[src/rtl/mdio_master.sv]
module mdio_master #(
  parameter int DIV_W   = 16,
  parameter int DIV_RST = 255,
  parameter int TOP_CH  = 1
) (
  input  logic        clk,
  input  logic        rst_n,
  input  logic        reg_wr,
  input  logic        reg_sel,
  input  logic [31:0] reg_wdata,
  output logic [31:0] reg_rdata,
  output logic        mdc,
  output logic        mdio_o,
  output logic        mdio_oe,
  input  logic        mdio_i
);
  localparam int LAST = 63;
  localparam int TA   = 46;
  localparam int DAT  = 48;

  logic [DIV_W-1:0] clkdiv, cnt, cnt_next;
  logic [DIV_W:0]   half;
  logic             en, pre_off, fen, fault;
  logic             busy, go, wr_op;
  logic [4:0]       phy, ra;
  logic [15:0]      data, rx;
  logic [5:0]       bitn;
  logic             run, fall_ev, rise_ev, mism;
  logic [63:0]      frame;

  assign run      = clkdiv != '0;
  assign fall_ev  = run && (cnt >= clkdiv);
  assign cnt_next = !run ? '0 : (fall_ev ? '0 : cnt + 1'b1);
  assign half     = ({1'b0, clkdiv} + 1'b1) >> 1;
  assign rise_ev  = run && !mdc && ({1'b0, cnt_next} >= half);

  assign frame = {32'hFFFF_FFFF, 2'b01, (wr_op ? 2'b01 : 2'b10), phy, ra,
                  (wr_op ? 2'b10 : 2'b00), (wr_op ? data : 16'h0000)};

  assign mdio_o  = busy ? frame[6'd63 - bitn] : 1'b1;
  assign mdio_oe = busy && (wr_op || bitn < 6'(TA));
  assign mism    = fen && mdio_oe && rise_ev && (mdio_i != mdio_o);

  assign reg_rdata = reg_sel
    ? {go, wr_op, 4'b0, ra, phy, data}
    : {!busy, en, 1'b0, 5'(TOP_CH), 3'b0, pre_off, fault, fen, 2'b0, 16'(clkdiv)};

  always_ff @(posedge clk or negedge rst_n) begin
    if (!rst_n) begin
      clkdiv  <= DIV_W'(DIV_RST);
      cnt     <= '0;
      mdc     <= 1'b0;
      en      <= 1'b0;
      pre_off <= 1'b0;
      fen     <= 1'b0;
      fault   <= 1'b0;
      busy    <= 1'b0;
      go      <= 1'b0;
      wr_op   <= 1'b0;
      phy     <= '0;
      ra      <= '0;
      data    <= '0;
      rx      <= '0;
      bitn    <= '0;
    end else begin
      cnt <= cnt_next;
      mdc <= run && ({1'b0, cnt_next} >= half);

      if (reg_wr && !reg_sel) begin
        en      <= reg_wdata[30];
        pre_off <= reg_wdata[20];
        fen     <= reg_wdata[18];
        clkdiv  <= reg_wdata[DIV_W-1:0];
        if (reg_wdata[19]) fault <= 1'b0;
      end

      if (reg_wr && reg_sel && !go) begin
        go    <= reg_wdata[31];
        wr_op <= reg_wdata[30];
        ra    <= reg_wdata[25:21];
        phy   <= reg_wdata[20:16];
        data  <= reg_wdata[15:0];
      end

      if (busy && rise_ev && !wr_op && bitn >= 6'(DAT))
        rx <= {rx[14:0], mdio_i};

      if (fall_ev) begin
        if (busy) begin
          if (bitn == 6'(LAST)) begin
            busy <= 1'b0;
            go   <= 1'b0;
            if (!wr_op) data <= rx;
          end else begin
            bitn <= bitn + 1'b1;
          end
        end else if (go && en) begin
          busy <= 1'b1;
          bitn <= pre_off ? 6'd32 : 6'd0;
        end
      end

      if (mism) begin
        fault <= 1'b1;
        busy  <= 1'b0;
        go    <= 1'b0;
      end
    end
  end
endmodule


[config.mk]
export PLATFORM = sky130hd
export DESIGN_NAME = mdio_master
export DESIGN_NICKNAME = d
export VERILOG_FILES = /design/src/rtl/mdio_master.sv
export SDC_FILE = /design/constraint.sdc
export NUM_CORES = 1
export LEC_CHECK = 0
export BUFFER_PORTS_ARGS = -buffer_cell sky130_fd_sc_hd__buf_2
export CAP_MARGIN = 40
export CORE_AREA = 2 2 120 122
export CTS_CLUSTER_DIAMETER = 100
export CTS_CLUSTER_SIZE = 24
export DETAILED_ROUTE_END_ITERATION = 16
export DIE_AREA = 0 0 122 124
export HOLD_SLACK_MARGIN = 0.05
export MAX_ROUTING_LAYER = met4
export PLACE_DENSITY_LB_ADDON = 0.05
export SYNTH_ARGS = -nofsm -noshare
export SYNTH_HDL_FRONTEND = slang
export SYNTH_SLANG_ARGS = --single-unit
[constraint.sdc]
create_clock -name clk -period 5.6 [get_ports clk]
set_input_delay 0.28 -clock clk [delete_from_list [all_inputs] [get_ports clk]]
set_output_delay 0.28 -clock clk [all_outputs]
set_load 0.05 [all_outputs]
==> summary.md <==
## Outcome
* **outcome** finished clean

## Power and ir drop
* **clock network fraction of total power** 0.252
* **maximum vdd ir drop** 0.143 mV
* **power per cell area** 380 nW/µm²
* **leak pwr** 0.00297 µW
* **combinational share of power** 0.361
* **part of the total power dissipated in sequential elements** 0.386
* **power spent charging and discharging nets** 898 µW
* **internal power summed over all cells** 1440 µW
* **switching share of power** 0.384

## Die
* **floorplan die area** 15100 µm²
* **height of the chip** 124 µm
* **standard cell core area** 13700 µm²
* **row cnt** 43
* **I/O pin count** 72
* **starting density of the core** 0.395
* **die width** 122 µm

## Drt
* **remaining antenna violation count** 0
* **vias** 3930
* **number of detailed-route iterations in the first pass** 4
* **routed length per instance** 16.3 µm
* **Vias per Instance** 5.11
* **total routed wire length on the met1 layer** 6450 µm
* **top metal layer carrying routed signals** met4
* **met2 WL post-DR** 5490 µm
* **detailed-route wire length** 12500 µm
* **post-detailed-route DRC marker count** 0
* **Iteration-0 DRC Markers** 176
* **DR WL met3** 360 µm

## Critical path
* **flop2flop setup slack** 800 ps
* **capture point of the worst reg-to-reg path** rx[15]
* **kind of launch point of the worst setup path** flip-flop
* **Worst Setup Path Type** reg -> reg
* **number of cells on the worst reg-to-reg path** 18
* **beginning of the worst register-to-register path** clkdiv[6]
* **top fanout value on the critical path** 16
* **endpoint type of the worst setup path** flip-flop
* **worst endpoint data arrival time** 5030 ps
* **worst endpoint required time** 5830 ps

## Final layout
* **area growth from synthesis to layout** 13.5%
* **Register Area** 2210 µm²
* **Filler cells** 1363
* **layout cell share with drive strength beyond 1** 0.284
* **final core area utilization** 0.448
* **area taken by multi-input logic gates** 2960 µm²
* **number of nets at the end of the flow** 659
* **most frequent cells in the layout** 80 x sky130_fd_sc_hd__dfrtp_1, 64 x sky130_fd_sc_hd__mux2_2, 62 x sky130_fd_sc_hd__buf_2, 59 x sky130_fd_sc_hd__nand2_1, 46 x sky130_fd_sc_hd__o21ai_0
* **most frequent standard cell in the layout excluding fill and tap cells** sky130_fd_sc_hd__dfrtp_1
* **Antenna diodes** 0

## Timing
* **setup total negative slack** 0 ps
* **Tmin final** 4800 ps
* **setup repair after global routing missed its margin** false
* **worst max-slew margin expressed relative to the limit** 0.463
* **number of endpoints failing setup at the final stage** 0
* **worst-case clock skew** 7.81 ps
* **Max Freq** 208 MHz
* **number of endpoints with negative hold slack in the final report** 0
* **slew at the pin closest to its max-slew limit** 802 ps
* **post-route clock period utilization** 0.858
* **max-slew violation total from the final report** 0

## Clocking
* **CTS tree** built
* **H-tree depth** 3
* **maximum buffer depth of the clock tree** 2
* **cells resized by post-CTS repair** 0
* **number of clock sinks** 88
* **Clk pin slew, worst setup/hold paths** 60 ps
* **number of buffers created by CTS** 9
* **buffer cell driving the clock tree root** sky130_fd_sc_hd__clkbuf_16
* **clock latency at the later pin of the worst-skew pair** 350 ps

## Synth
* **post-synth design cell area** 5420 µm²
* **portion of the post-synthesis area used by sequential elements** 0.408
* **number of standard cells after synthesis** 529
* **count of yosys warnings during synthesis** 0
* **area fraction of the dominant cell type after synthesis** 0.370
* **count of distinct cell types in the synthesized netlist** 59
* **fraction of registers with async set/reset** 1.00
* **Mapped Avg Cell Area** 10.2 µm²
* **flip-flop and latch count after synthesis** 88
* **cell type with the highest aggregate area in the netlist** sky130_fd_sc_hd__dfrtp_1
* **Area contributors post-synth** sky130_fd_sc_hd__dfrtp_1 37%, sky130_fd_sc_hd__mux2_2 13%, sky130_fd_sc_hd__ha_1 8.5%
* **number of flops mapped to enable cells by yosys** 0
* **commonest register cell after synthesis** sky130_fd_sc_hd__dfrtp_1

## Flow run
* **Max-Cap Viols** 0

## Min path
* **WHS Path Cells** 3
* **kind of path behind the tightest hold check** in -> reg
* **Worst Hold End** pre_off
* **origin of the worst min-delay path** reg_wdata[20]

## GRT
* **number of global-route vias before repair** 4008
* **total routing usage reported by global routing** 0.185
* **remaining global-route overflow** 0
* **wire length of the first global-routing pass** 20700 µm
* **number of antenna violations at the first check in global routing** 0
* **pin count of the biggest net entering global routing** 50

## Placement
* **global placer's final weighted congestion** 0.823
* **detailed placer's ending HPWL** 9810 µm
* **count of input and output buffers** 63

## state kept, by name, summed over array words and instances (netlist names), 5 cells and up
| signal | count |
|---|---|
| clkdiv | 16 |
| cnt | 16 |
| phy | 5 |
| data | 16 |
| rx | 16 |
| bitn | 6 |
| ra | 5 |
## area by class of cell
cell class | instances | area share
multi-input cells | 392 | 0.481
flip-flops and latches | 88 | 0.360
repair buffers | 69 | 0.0600
clock buffers | 10 | 0.0372
well taps | 180 | 0.0366
inverters | 25 | 0.0153
clock inverters | 5 | 0.00956
## worst max-delay path, stage by stage, from the launching register on
cell	delay [ps]
sky130_fd_sc_hd__dfstp_2	570
sky130_fd_sc_hd__inv_1	100
sky130_fd_sc_hd__ha_1	340
sky130_fd_sc_hd__a41o_1	250
sky130_fd_sc_hd__a21oi_1	130
sky130_fd_sc_hd__o221ai_1	160
sky130_fd_sc_hd__a21oi_1	160
sky130_fd_sc_hd__nor2_1	60
sky130_fd_sc_hd__or3_1	610
sky130_fd_sc_hd__nor2_1	260
sky130_fd_sc_hd__ha_1	180
sky130_fd_sc_hd__nand2_1	80
sky130_fd_sc_hd__nor4_2	350
sky130_fd_sc_hd__o311ai_0	190
sky130_fd_sc_hd__a31oi_1	330
sky130_fd_sc_hd__nand2b_1	150
sky130_fd_sc_hd__nor3_2	130
sky130_fd_sc_hd__buf_4	260
sky130_fd_sc_hd__mux2_2	360
## how the worst max path moves through the flow
| stage | from | end | slack [ps] | cells past startpoint |
|---|---|---|---|---|
| 2_1_floorplan | clkdiv[6] | rx[10] | 1240 | 20 |
| 3_3_place_gp | clkdiv[6] | rx[13] | 830 | 18 |
| 3_5_place_dp | clkdiv[6] | rx[9] | 760 | 18 |
| 4_1_cts | clkdiv[6] | rx[9] | 740 | 18 |
| 5_1_grt | clkdiv[6] | rx[9] | 420 | 18 |
| 6_report | clkdiv[6] | rx[15] | 800 | 18 |
## power groups by stage
| stage | combinational, µW | sequential, µW | clock [µW] |
|---|---|---|---|
| floorplan | 699 | 847 | 0 |
| finish | 844 | 903 | 590 |
| CTS | 856 | 902 | 605 |
| global placement | 834 | 910 | 0 |
| detailed placement | 852 | 913 | 0 |
| global route | 961 | 927 | 635 |
## kinds of logic after synthesis
kind of cell,count (synthesis),share of synthesized area
AND/OR/NAND/NOR,163,0.147
flip-flops,88,0.408
adder cells (fa/ha/maj),37,0.0855
buffers and inverters,52,0.0476
multiplexers,73,0.166
AO/OA/AOI/OAI,86,0.0961
other,1,0.000692
XOR/XNOR,29,0.0483
## per-stage QoR
| step | area (µm²) | setup slack, ps | hold slack (ps) | instances | total power [µW] |
|---|---|---|---|---|---|
| finish | 6150 | 798 | 159 | 769 | 2340 |
| global route | 6150 | 424 | 160 | 769 | 2520 |
| CTS | 6150 | 742 | 148 | 769 | 2360 |
| detailed placement | 5850 | 762 | 292 | 753 | 1760 |
| global placement | 5840 | 828 | 296 | 752 | 1740 |
| floorplan | 5430 | 1240 | -15.6 | 532 | 1550 |
## synthesized netlist by cell type (5+ instances only)
master / instances
sky130_fd_sc_hd__nor2_1: 31
sky130_fd_sc_hd__and2_1: 6
sky130_fd_sc_hd__a21oi_1: 15
sky130_fd_sc_hd__buf_4: 6
sky130_fd_sc_hd__xnor2_1: 19
sky130_fd_sc_hd__and3_1: 5
sky130_fd_sc_hd__dfstp_2: 8
sky130_fd_sc_hd__xor2_1: 9
sky130_fd_sc_hd__mux2_2: 64
sky130_fd_sc_hd__nand3_1: 25
sky130_fd_sc_hd__nand2_1: 59
sky130_fd_sc_hd__o21ai_0: 46
sky130_fd_sc_hd__nor4_1: 5
sky130_fd_sc_hd__dfrtp_1: 80
sky130_fd_sc_hd__nor3_1: 6
sky130_fd_sc_hd__ha_1: 37
sky130_fd_sc_hd__inv_1: 25
sky130_fd_sc_hd__clkbuf_1: 13
sky130_fd_sc_hd__a21o_1: 6
## timing repair
action	in CTS	in global routing
hold endpoints to repair	39	0
hold buffers	1	0
buffers inserted	0	0
## per-layer routing
layer / vias up / GRT usage
li1: 1978 / -
met1: 1871 / 0.266
met2: 67 / 0.265
met3: 14 / 0.0261
met4: 0 / 0.0690
met5: - / -
(Power assumes the default switching activity.)
